===== src/rtl/intr_seq_pkg.sv =====
package intr_seq_pkg;

    typedef enum logic [2:0] {
        ST_IDLE  = 3'd0,
        ST_SPC   = 3'd1,
        ST_SPSW  = 3'd2,
        ST_CAUSE = 3'd3,
        ST_FLAG  = 3'd4,
        ST_JUMP  = 3'd5,
        ST_RET   = 3'd6
    } seq_st_e;

    localparam int          XLEN       = 32;
    localparam int          ID_BIT     = 5;
    localparam int          EP_BIT     = 6;
    localparam int          NP_BIT     = 7;
    localparam logic [15:0] CAUSE_BASE = 16'h0080;
    localparam int          VEC_SHIFT  = 4;

    // Status word rewrite on entry: disable interrupts, clear exception pending.
    function automatic logic [XLEN-1:0] entry_psw(input logic [XLEN-1:0] w);
        logic [XLEN-1:0] r;
        r         = w;
        r[ID_BIT] = 1'b1;
        r[EP_BIT] = 1'b0;
        return r;
    endfunction

endpackage


===== src/rtl/intr_vec_map.sv =====
module intr_vec_map #(
    parameter int          SRC_W    = 6,
    parameter logic [31:0] VEC_BASE = 32'h0000_1000
) (
    input  logic [SRC_W-1:0] src_i,
    output logic [15:0]      cause_o,
    output logic [31:0]      handler_o
);
    import intr_seq_pkg::*;

    localparam int OFS_W = SRC_W + VEC_SHIFT;

    logic [OFS_W-1:0] ofs;

    always_comb begin
        ofs       = {src_i, {VEC_SHIFT{1'b0}}};
        cause_o   = CAUSE_BASE + 16'(ofs);
        handler_o = VEC_BASE + 32'(ofs);
    end

endmodule


===== src/rtl/intr_step_fsm.sv =====
module intr_step_fsm #(
    parameter int SRC_W = 6
) (
    input  logic                          clk,
    input  logic                          rst_n,
    input  logic                          take_i,
    input  logic                          ret_i,
    input  logic [SRC_W-1:0]              src_i,
    input  logic [31:0]                   rpc_i,
    input  logic [31:0]                   psw_i,
    input  logic [31:0]                   spc_i,
    input  logic [31:0]                   spsw_i,
    output intr_seq_pkg::seq_st_e         st_o,
    output logic [SRC_W-1:0]              src_o,
    output logic [31:0]                   addr_o,
    output logic [31:0]                   word_o
);
    import intr_seq_pkg::*;

    typedef struct packed {
        seq_st_e          st;
        logic [SRC_W-1:0] src;
        logic [31:0]      addr;
        logic [31:0]      word;
    } fsm_t;

    fsm_t fsm_d, fsm_q;

    always_comb begin
        fsm_d = fsm_q;
        unique case (fsm_q.st)
            ST_IDLE: begin
                if (ret_i) begin
                    fsm_d.st   = ST_RET;
                    fsm_d.addr = spc_i;
                    fsm_d.word = spsw_i;
                end else if (take_i) begin
                    fsm_d.st   = ST_SPC;
                    fsm_d.src  = src_i;
                    fsm_d.addr = rpc_i;
                    fsm_d.word = psw_i;
                end
            end
            ST_SPC:   fsm_d.st = ST_SPSW;
            ST_SPSW:  fsm_d.st = ST_CAUSE;
            ST_CAUSE: fsm_d.st = ST_FLAG;
            ST_FLAG:  fsm_d.st = ST_JUMP;
            ST_JUMP:  fsm_d.st = ST_IDLE;
            ST_RET:   fsm_d.st = ST_IDLE;
            default:  fsm_d.st = ST_IDLE;
        endcase
    end

    always_ff @(posedge clk) begin
        if (!rst_n) begin
            fsm_q <= '{st: ST_IDLE, default: '0};
        end else begin
            fsm_q <= fsm_d;
        end
    end

    assign st_o   = fsm_q.st;
    assign src_o  = fsm_q.src;
    assign addr_o = fsm_q.addr;
    assign word_o = fsm_q.word;

endmodule


===== src/rtl/intr_ctx_seq.sv =====
module intr_ctx_seq #(
    parameter int          SRC_W    = 6,
    parameter logic [31:0] VEC_BASE = 32'h0000_1000
) (
    input  logic             clk,
    input  logic             rst_n,
    input  logic             take_i,
    input  logic [SRC_W-1:0] src_i,
    input  logic [31:0]      rpc_i,
    input  logic [31:0]      psw_i,
    input  logic             ret_i,
    input  logic [31:0]      spc_i,
    input  logic [31:0]      spsw_i,
    output logic             busy_o,
    output logic             spc_we_o,
    output logic [31:0]      spc_o,
    output logic             spsw_we_o,
    output logic [31:0]      spsw_o,
    output logic             cause_we_o,
    output logic [15:0]      cause_o,
    output logic             psw_we_o,
    output logic [31:0]      psw_o,
    output logic             redir_o,
    output logic [31:0]      pc_o,
    output logic             eoi_o
);
    import intr_seq_pkg::*;

    seq_st_e          st;
    logic [SRC_W-1:0] src_q;
    logic [31:0]      addr_q;
    logic [31:0]      word_q;
    logic [15:0]      cause_w;
    logic [31:0]      handler_w;

    intr_step_fsm #(.SRC_W(SRC_W)) u_fsm (
        .clk    (clk),
        .rst_n  (rst_n),
        .take_i (take_i),
        .ret_i  (ret_i),
        .src_i  (src_i),
        .rpc_i  (rpc_i),
        .psw_i  (psw_i),
        .spc_i  (spc_i),
        .spsw_i (spsw_i),
        .st_o   (st),
        .src_o  (src_q),
        .addr_o (addr_q),
        .word_o (word_q)
    );

    intr_vec_map #(.SRC_W(SRC_W), .VEC_BASE(VEC_BASE)) u_map (
        .src_i     (src_q),
        .cause_o   (cause_w),
        .handler_o (handler_w)
    );

    always_comb begin
        busy_o     = (st != ST_IDLE);
        spc_we_o   = (st == ST_SPC);
        spsw_we_o  = (st == ST_SPSW);
        cause_we_o = (st == ST_CAUSE);
        psw_we_o   = (st == ST_FLAG) || (st == ST_RET);
        redir_o    = (st == ST_JUMP) || (st == ST_RET);
        eoi_o      = (st == ST_RET);

        spc_o   = spc_we_o   ? addr_q  : '0;
        spsw_o  = spsw_we_o  ? word_q  : '0;
        cause_o = cause_we_o ? cause_w : '0;

        if (st == ST_RET) begin
            psw_o = word_q;
            pc_o  = addr_q;
        end else begin
            psw_o = (st == ST_FLAG) ? entry_psw(word_q) : '0;
            pc_o  = (st == ST_JUMP) ? handler_w : '0;
        end
    end

endmodule


===== config.mk =====
export PLATFORM = sky130hd
export DESIGN_NAME = intr_ctx_seq
export DESIGN_NICKNAME = d
export VERILOG_FILES = /design/src/rtl/intr_seq_pkg.sv /design/src/rtl/intr_vec_map.sv /design/src/rtl/intr_step_fsm.sv /design/src/rtl/intr_ctx_seq.sv
export SDC_FILE = /design/constraint.sdc
export NUM_CORES = 1
export LEC_CHECK = 0
export BUFFER_PORTS_ARGS = -buffer_cell sky130_fd_sc_hd__clkbuf_2
export CORE_MARGIN = 5
export CORE_UTILIZATION = 39
export DETAILED_ROUTE_END_ITERATION = 7
export PLACE_DENSITY = 0.74
export SYNTH_ARGS = -nofsm -noshare
export SYNTH_HDL_FRONTEND = slang
export SYNTH_SLANG_ARGS = --single-unit

===== constraint.sdc =====
create_clock -name clk -period 2.2 [get_ports clk]
set_input_delay 0.22 -clock clk [delete_from_list [all_inputs] [get_ports clk]]
set_output_delay 0.22 -clock clk [all_outputs]
set_load 0.005 [all_outputs]

==> results.md, run 1 <==
- The run finished with clean final reports.
- The required time of the critical path is a little under 2 ns.
- The first global-routing pass estimated around 22,000 um of wire.
- From synthesis to final layout, the design area changed by 41.9%.
- The shortest clock period the worst path allows after layout is between 2 and 2.5 ns.
- The largest driver fanout on the critical path is 36.
- STA puts the critical path data arrival time at 1.78 ns.
- The share of total power dissipated in sequential elements is 0.430.
- Setup violations remaining at the end of the flow were counted as 0.
- Counting cells, the worst reg-to-reg path comes to 5.
- The post-detailed-route count of antenna-violating nets is 0.
- The worst flop-to-flop path startpoint is u_fsm.st_o[1]$_SDFFE_PN0P_.
- The final number of max-transition violations is 0.
- In the synthesized netlist the dominant register cell turns out to be sky130_fd_sc_hd__dfxtp_1.
- In this run the critical register-to-register path is captured at u_fsm.word_o[28]$_SDFFE_PN0P_.
- Dividing the final minimum period by the clock period gives 0.909.
- The via count of the first global-routing pass was 4,445.
- The highest ir drop seen on vdd is 0.350 mV.
- The half-perimeter wire length after detailed placement is about 11,000 um.
- In this run the post-CTS setup repair buffer count came out at 0.
- For this run the aggregate overflow at the end of global routing stands at 0.
- The top-area cell type share of the netlist area is 0.365.
- In this run, distinct cell masters in the synthesized netlist total 31.
- By startpoint and endpoint, the worst setup path is classified as register to output pin.
- The worst hold endpoint is u_fsm.src_o[4]$_SDFFE_PN0P_.
- After detailed routing, the total wire length is 14,200 um.
- Of the total power, the share spent switching nets is 0.294.
- The count of unresolved DRC violations after routing is 0.
- For this run, the number of Yosys warnings is 0.
- The fraction of layout instances using a drive strength above 1 is 0.447.
- The global routing usage summed across all routing layers is 0.217.
- The worst max-slew margin expressed relative to the limit is 0.535.
- The initial antenna violation count came to 1.
- At the pin with the least slew margin, the transition time is approximately 0.7 ns.
- The hold buffer count at CTS is 0.
- Averaged over all synthesized cells, the footprint is roughly 8.9 sq um.
- The sequential area share after synthesis is 0.365.
- At the end of routability-driven placement, the weighted congestion stood at between 0.8 and 0.9.
- The worst setup slack for register-to-register paths is 0.55 ns.
- The number of maximum-capacitance violations is 0.
- The synthesized design contains 0 enable-type register cells.
- The final sum of negative setup slack is 0 ns.
- The maximum clock skew at final layout is around 0.010 ns.
- The area enclosed by the die boundary is 12,400 sq um.
- The initial utilization of the core area, before any placement, comes to 0.393.
- Across all layers, the routed design uses between 4,000 and 5,000 vias.
- The number of placement rows is 37.
- After detailed routing, the number of vias per cell comes to 5.27.
- The share of flip-flops with an asynchronous set or reset after synthesis is 0.
- After detailed routing, the average wire length per cell comes to approximately 17 um.
- The later-pin clock latency in the skew report is about 0.33 ns.
- TritonCTS built the clock tree.
- The commonest cells after synthesis are 100 x sky130_fd_sc_hd__and2_1, 73 x sky130_fd_sc_hd__dfxtp_1, 69 x sky130_fd_sc_hd__a22oi_1, 64 x sky130_fd_sc_hd__o2bb2ai_1, 26 x sky130_fd_sc_hd__and3_1.
- The post-layout instance count excluding filler cells is ~840.
- Entering global routing, the biggest net connects between 60 and 70 pins.
- The cell depth of the worst min-delay path is 3.
- Setup repair after global routing left no endpoint under its margin.
- In this run, placement finished with an instance count of between 800 and 900.
- The power density over cell area is 635 nW/um^2.
- The mapped netlist covers between 4000 and 5000 sq um.
- The worst hold path begins at src_i[4].
- Setup slack closes at around 0.2 ns.
- The count of input and output buffers is roughly 280.
- Of the total power, the clock network draws 0.351.
- The H-tree was split into 3 levels.
- Of the total power, combinational logic draws 0.219.
- The number of sinks driven by the clock tree is 73.
- The final layout contains between 800 and 900 nets.
- The cell chosen for the clock root is sky130_fd_sc_hd__clkbuf_8.
- The number of buffers created by CTS is 9.
- The worst hold path belongs to the class input port to register.
- Yosys attributes the largest share of cell area to sky130_fd_sc_hd__dfxtp_1 37%, sky130_fd_sc_hd__and2_1 16%, sky130_fd_sc_hd__o2bb2ai_1 14%.
- The count of routing violations after the opening detailed-route iteration is ~230.
- STA classifies the critical path startpoint as a register.
- Walking the worst path, the cells encountered are buf_6 > nor3b_4 > buf_4 > and2_1 > clkbuf_2.
- The longest clock path from root to sink contains 2 buffers.
- Summed over all cells, the static leakage comes to around 2.8 nW.
- In this design, the stage delay of the slowest critical-path cell is approximately 0.35 ns.
- The flip-flop and latch count after synthesis is between 70 and 80.
- The final hold violation count is 0.
- The cell-internal power is about 2.5 mW.
- The area of the core is about 10,000 sq um.
- The switching component of the power is approximately 1.1 mW.
- The number of antenna diodes is 0.
- Among all stages on the critical path, the largest delay is contributed by sky130_fd_sc_hd__dfxtp_1.
- After clock tree synthesis, the clock-pin slew on the worst setup and hold paths is approximately 0.08 ns.
- The most frequent cell after synthesis is sky130_fd_sc_hd__and2_1.
- The largest area contributor in the synthesized netlist is sky130_fd_sc_hd__dfxtp_1.
- The first-pass iteration count of the detailed router is 5.
- The cell count after synthesis came out at roughly 450.
- The top achievable clock speed is around 0.50 GHz.
- The capturing element type of the critical path is an output pin.
- The number of resized instances in the post-cts repair step is 1.
- The number of primary I/O pins is approximately 290.
- OpenSTA, run right after detailed placement, puts the worst setup slack at around 0.32 ns.
- The x dimension of the die is roughly 110 um.
- The die outline height is about 110 um.
## metrics by stage
step / power, mW / area [sq um] / util / hold WS [ns]
2_1_floorplan: 2.03 / 4030 / - / 0.362
3_3_place_gp: 2.35 / 5430 / 0.533 / 0.451
3_5_place_dp: 2.37 / 5430 / 0.533 / 0.459
4_1_cts: 3.65 / 5670 / 0.557 / 0.0995
5_1_grt: 3.81 / 5680 / 0.558 / 0.114
6_report: 3.61 / 5680 / 0.558 / 0.117
## critical path: cells and delay by family (launching register included)
kind,cells,cell delay (ns)
buffers and inverters,3,0.69
flip-flops,1,0.35
AND/OR/NAND/NOR,2,0.42
## layout by cell type (no fill, tap or decap), drive strengths merged, types with 3 or more instances in the layout
cell type  synthesis  routed
o2bb2ai           64      64
buf               30      14
a21oi              3       3
nand2             13      13
mux2i              6       6
nor2b             10      10
bufinv             0       3
nor3               6       6
a22oi             69      69
dfxtp             73      73
and3              26      26
inv                3       4
clkbuf            28     289
conb               1       9
and2             100     100
## area by class of cell
cell class	instances	area, sq um
fillers	981	4500
multi-input cells	322	2290
repair buffers	293	1510
flip-flops and latches	73	1460
well taps	136	170
clock buffers	10	128
clock inverters	6	115
inverters	3	11.3
## flip-flops by register name, indices dropped and copies added, names as in the netlist
name,flops
u_fsm.src_o,6
u_fsm.addr_o,32
u_fsm.word_o,32
u_fsm.st_o,3
## layer usage
layer | GRT usage | vias up | wire length (um)
met5 | 0 | - | 0
met4 | 0.0633 | 0 | 291
li1 | - | 2127 | -
met1 | 0.254 | 2077 | 5690
met2 | 0.386 | 216 | 7070
met3 | 0.0600 | 20 | 1120
## logic make-up after synthesis
logic type                 Yosys count  share of synthesized area
xor gates and xnor gates             1                    0.00219
AOI/OAI and AO/OA                  140                      0.282
DFF                                 73                      0.365
adders and majority gates            1                    0.00312
and+or+nand+nor                    165                      0.254
muxes                                6                     0.0150
buffers and inverters               61                     0.0775
other                                1                   0.000937
## how the worst max path moves through the flow
stage | startpoint | to | depth (start not counted)
global placement | u_fsm.st_o[2]$_SDFFE_PN0P_ | spc_o[31] | 3
finish | u_fsm.st_o[1]$_SDFFE_PN0P_ | spsw_o[21] | 5
floorplan | u_fsm.st_o[0]$_SDFFE_PN0P_ | spc_o[22] | 6
detailed placement | u_fsm.st_o[2]$_SDFFE_PN0P_ | spc_o[3] | 3
CTS | u_fsm.st_o[1]$_SDFFE_PN0P_ | pc_o[8] | 5
global route | u_fsm.st_o[1]$_SDFFE_PN0P_ | spsw_o[21] | 5
## power groups by stage
stage               clock network (mW)  registers (mW)  logic [mW]
detailed placement                   0            1.58       0.791
CTS                               1.31            1.55       0.792
finish                            1.27            1.55       0.791
global route                      1.36            1.57       0.875
global placement                     0            1.57       0.772
floorplan                            0            1.53       0.496
No activity file was read; power rests on OpenSTA's default activity.
==> run 2, diff against run 1 <==
- ABC_AREA: unset -> 1
- PLACE_DENSITY: 0.74 -> 0.71
==> results.md, run 2 <==
- The run finished with clean final reports.
- In this run, synthesis produced a sequential element count of between 70 and 80.
- The initial antenna violation count is 0.
- The total via count after detailed routing is about 5,700.
- The worst register-to-register path begins at u_fsm.st_o[0]$_SDFFE_PN0P_.
- The largest driver fanout on the critical path is 13.
- The worst max-slew margin expressed relative to the limit is 0.664.
- Wires add up to 15,800 um.
- The number of buffers on the longest clock path is 2.
- The number of fill cells is ~1,300.
- For this block, the initial DRC count from the detailed router was approximately 290.
- The path with the worst hold slack has its endpoint at u_fsm.word_o[3]$_SDFFE_PN0P_.
- Of the total synthesized cell area, the portion taken by full adders, half adders and majority gates is 0.00266.
- The share of the synthesized netlist area taken by xor and xnor gates is 0.00186.
- In the layout the commonest cells are 279 x sky130_fd_sc_hd__clkbuf_2, 270 x sky130_fd_sc_hd__nor2_1, 270 x sky130_fd_sc_hd__nand2_1.
- The H-tree was split into 3 levels.
- Measured along the y axis, the die boundary spans 120 um.
- In this run, synthesis inferred 0 flip-flops with an integrated enable.
- Dividing the detail-routed wire length by the instance count gives between 10 and 15 um.
- The x dimension of the die is ~120 um.
- The final RePlAce weighted congestion is between 0.8 and 0.9.
- The worst hold path was traced through 5 stages.
- After the last flow step, the layout net total stands at 1,249.
- The sequential area share after synthesis is 0.311.
- The most common cell after layout, fill and taps aside is sky130_fd_sc_hd__clkbuf_2.
- Dividing total power by cell area gives a power density of between 1000 and 1500 nW/um^2.
- In the global route stage, overall resource usage came out at 0.212.
- The root buffer cell chosen for the clock tree is sky130_fd_sc_hd__clkbuf_16.
- Synthesis produced a netlist whose cell count is between 800 and 900.
- The later pin in the worst-skew pair is clocked with a latency of ~0.33 ns.
- The post-synthesis cell area is 4700 sq um.
- The repair_antennas step left the layout with diodes totalling 0.
- The cell leakage power is 3.93 nW.
- The startpoint identified for the worst hold timing path is spsw_i[3].
- The worst setup path is captured at an output pin.
- Of the total synthesized cell area, the portion taken by AND, OR, NAND and NOR gates is 0.522.
- After clock tree synthesis, the flow added hold-fix buffers numbering 0.
- Yosys attributes the largest share of cell area to sky130_fd_sc_hd__dfxtp_1 31%, sky130_fd_sc_hd__nand2_1 22%, sky130_fd_sc_hd__nor2_1 22%.
- The number of setup buffers added after CTS is 0.
- The wire length of the first global-routing pass is approximately 25,000 um.
- After legalization and detailed placement, the total HPWL measured approximately 12,000 um.
- In this run the tool buffered the top-level ports with between 200 and 300 buffer cells.
- The data arrival at the endpoint of the critical path is around 1.8 ns.
- The mux cell area share after synthesis is 0.
- Dividing the final minimum period by the clock period gives 0.902.
- The synthesized-area fraction occupied by ao, oa, aoi and oai cells came to 0.0122.
- Setup repair after global routing left no endpoint under its margin.
- The final number of max-transition violations is 0.
- Row generation in the floorplan step produced 40 rows.
- In the routed layout, each cell is associated on average with a via count of 4.54.
- The number of resized instances in the post-cts repair step is 0.
- During I/O placement, the number of pins put on the boundary was around 290.
- By area, the combinational part of the netlist is dominated by simple AND/OR/NAND/NOR gates.
- Across the routed clock network, the largest skew measured is just under 0.005 ns.
- The final sum of negative setup slack is 0 ns.
- The most used flip-flop cell after synthesis is sky130_fd_sc_hd__dfxtp_1.
- The average cell area after synthesis is about 5.5 sq um.
- In the synthesized netlist, the cells that appear most often are 270 x sky130_fd_sc_hd__nand2_1, 270 x sky130_fd_sc_hd__nor2_1, 86 x sky130_fd_sc_hd__inv_1, 73 x sky130_fd_sc_hd__dfxtp_1, 72 x sky130_fd_sc_hd__nand3_1.
- Setup violations remaining at the end of the flow were counted as 0.
- The slew of the pin with the lowest slew margin is 0.503 ns.
- The final hold violation count is 0.
- sky130_fd_sc_hd__dfxtp_1 takes more of the synthesized area than any other cell.
- STA classifies the critical path startpoint as a register.
- The worst setup slack for register-to-register paths is slightly above 0.7 ns.
- The effective utilization at floorplan is 0.395.
- The count of unresolved DRC violations after routing is 0.
- The highest ir drop seen on vdd is 0.492 mV.
- The category of the critical setup timing path is register to output pin.
- The share of synthesized area in the top cell type comes to 0.311.
- The Yosys step of the flow raised 0 warnings.
- The cell depth of the worst flop-to-flop path is 5.
- The required time of the critical path is slightly below 2 ns.
- The area enclosed by the die boundary is 14,400 sq um.
- Counting the buffers created by CTS gives 9.
- The clock-pin slew on the worst setup and hold paths is around 0.06 ns.
- The post-detailed-route count of antenna-violating nets is 0.
- TritonCTS built the clock tree.
- The pin count of the biggest net entering global routing is 76.
- Of the cells placed in the final design, the portion with a size suffix greater than 1 is 0.283.
- The kind of path behind the tightest hold check is input port to register.
- Once layout is complete, the utilization of the core stands at 0.548.
- The area growth from synthesis to layout is 38.7%.
- The shortest clock period the worst path allows after layout is 1.99 ns.
- In the synthesized netlist the async set-or-reset flop fraction comes to 0.
- The first-pass iteration count of the detailed router is 5.
- The count of distinct cell types in the synthesized netlist is 22.
- The number of sinks driven by the clock tree is 73.
- The via count of the first global-routing pass is about 5,300.
- The region available for standard cell placement spans 11,900 sq um.
- The top achievable clock speed is between 0.5 and 0.6 GHz.
- The total overflow left after global routing is 0.
- The tool flagged a number of max-cap violations equal to 0.
- The endpoint of the most critical register-to-register path is u_fsm.st_o[1]$_SDFFE_PN0P_.
## run 2: worst max-delay path by stage
stage                                from          end  slack [ns]  cells after the start
5_1_grt        u_fsm.st_o[2]$_SDFFE_PN0P_  cause_o[10]        0.08                      5
3_3_place_gp   u_fsm.st_o[2]$_SDFFE_PN0P_  cause_o[10]        0.63                      5
6_report       u_fsm.st_o[2]$_SDFFE_PN0P_  cause_o[10]        0.21                      5
2_1_floorplan  u_fsm.st_o[2]$_SDFFE_PN0P_  cause_o[10]        0.95                      4
4_1_cts        u_fsm.st_o[2]$_SDFFE_PN0P_  cause_o[10]        0.19                      5
3_5_place_dp   u_fsm.st_o[2]$_SDFFE_PN0P_  cause_o[10]        0.55                      5
## run 2: worst max-delay path, cell delays in order (launching register included)
cell	delay, ns
sky130_fd_sc_hd__dfxtp_1	0.35
sky130_fd_sc_hd__inv_2	0.07
sky130_fd_sc_hd__buf_4	0.19
sky130_fd_sc_hd__nand3_1	0.28
sky130_fd_sc_hd__nor4_1	0.36
sky130_fd_sc_hd__clkbuf_2	0.19
## run 2: area by class of cell
cell class                 instances  area, sq um  area share
multi-input combinational        643         2580       0.395
inverter                          88          330      0.0506
timing repair buffer             295         1590       0.244
tap                              147          184      0.0282
clock inverter                     5          125      0.0192
clock buffer                      11          253      0.0387
sequential                        73         1460       0.224
## run 2: metal layers
| metal | global-route usage | wire [um] | vias up |
|---|---|---|---|
| met5 | 0 | 0 | - |
| li1 | - | - | 3031 |
| met2 | 0.369 | 7730 | 199 |
| met4 | 0.0666 | 227 | 0 |
| met1 | 0.257 | 6650 | 2481 |
| met3 | 0.0509 | 1200 | 19 |
## run 2: power by group
part,switching [mW],total [mW],internal [mW]
clock network,0.556,1.84,1.28
logic,1.98,3.04,1.06
registers,0.142,1.94,1.80
## run 2: cell families (layout without fill, tap and decap cells)
| group | Yosys count | in the layout |
|---|---|---|
| xor gates and xnor gates | 1 | 1 |
| DFF | 73 | 73 |
| and+or+nand+nor | 622 | 622 |
| adders and majority gates | 1 | 1 |
| other | 1 | 9 |
| AOI/OAI and AO/OA | 10 | 10 |
| buffers and inverters | 155 | 399 |
## run 2: stage by stage
step	instances	power [mW]	hold WS, ns	instance area (sq um)	setup slack (ns)
after floorplan	871	4.16	0.446	4730	0.946
after global placement	1246	4.98	0.472	6150	0.626
after detailed placement	1246	5.02	0.475	6150	0.552
after CTS	1262	6.90	0.201	6530	0.187
after global routing	1262	7.45	0.230	6530	0.0789
final	1262	6.82	0.210	6530	0.215
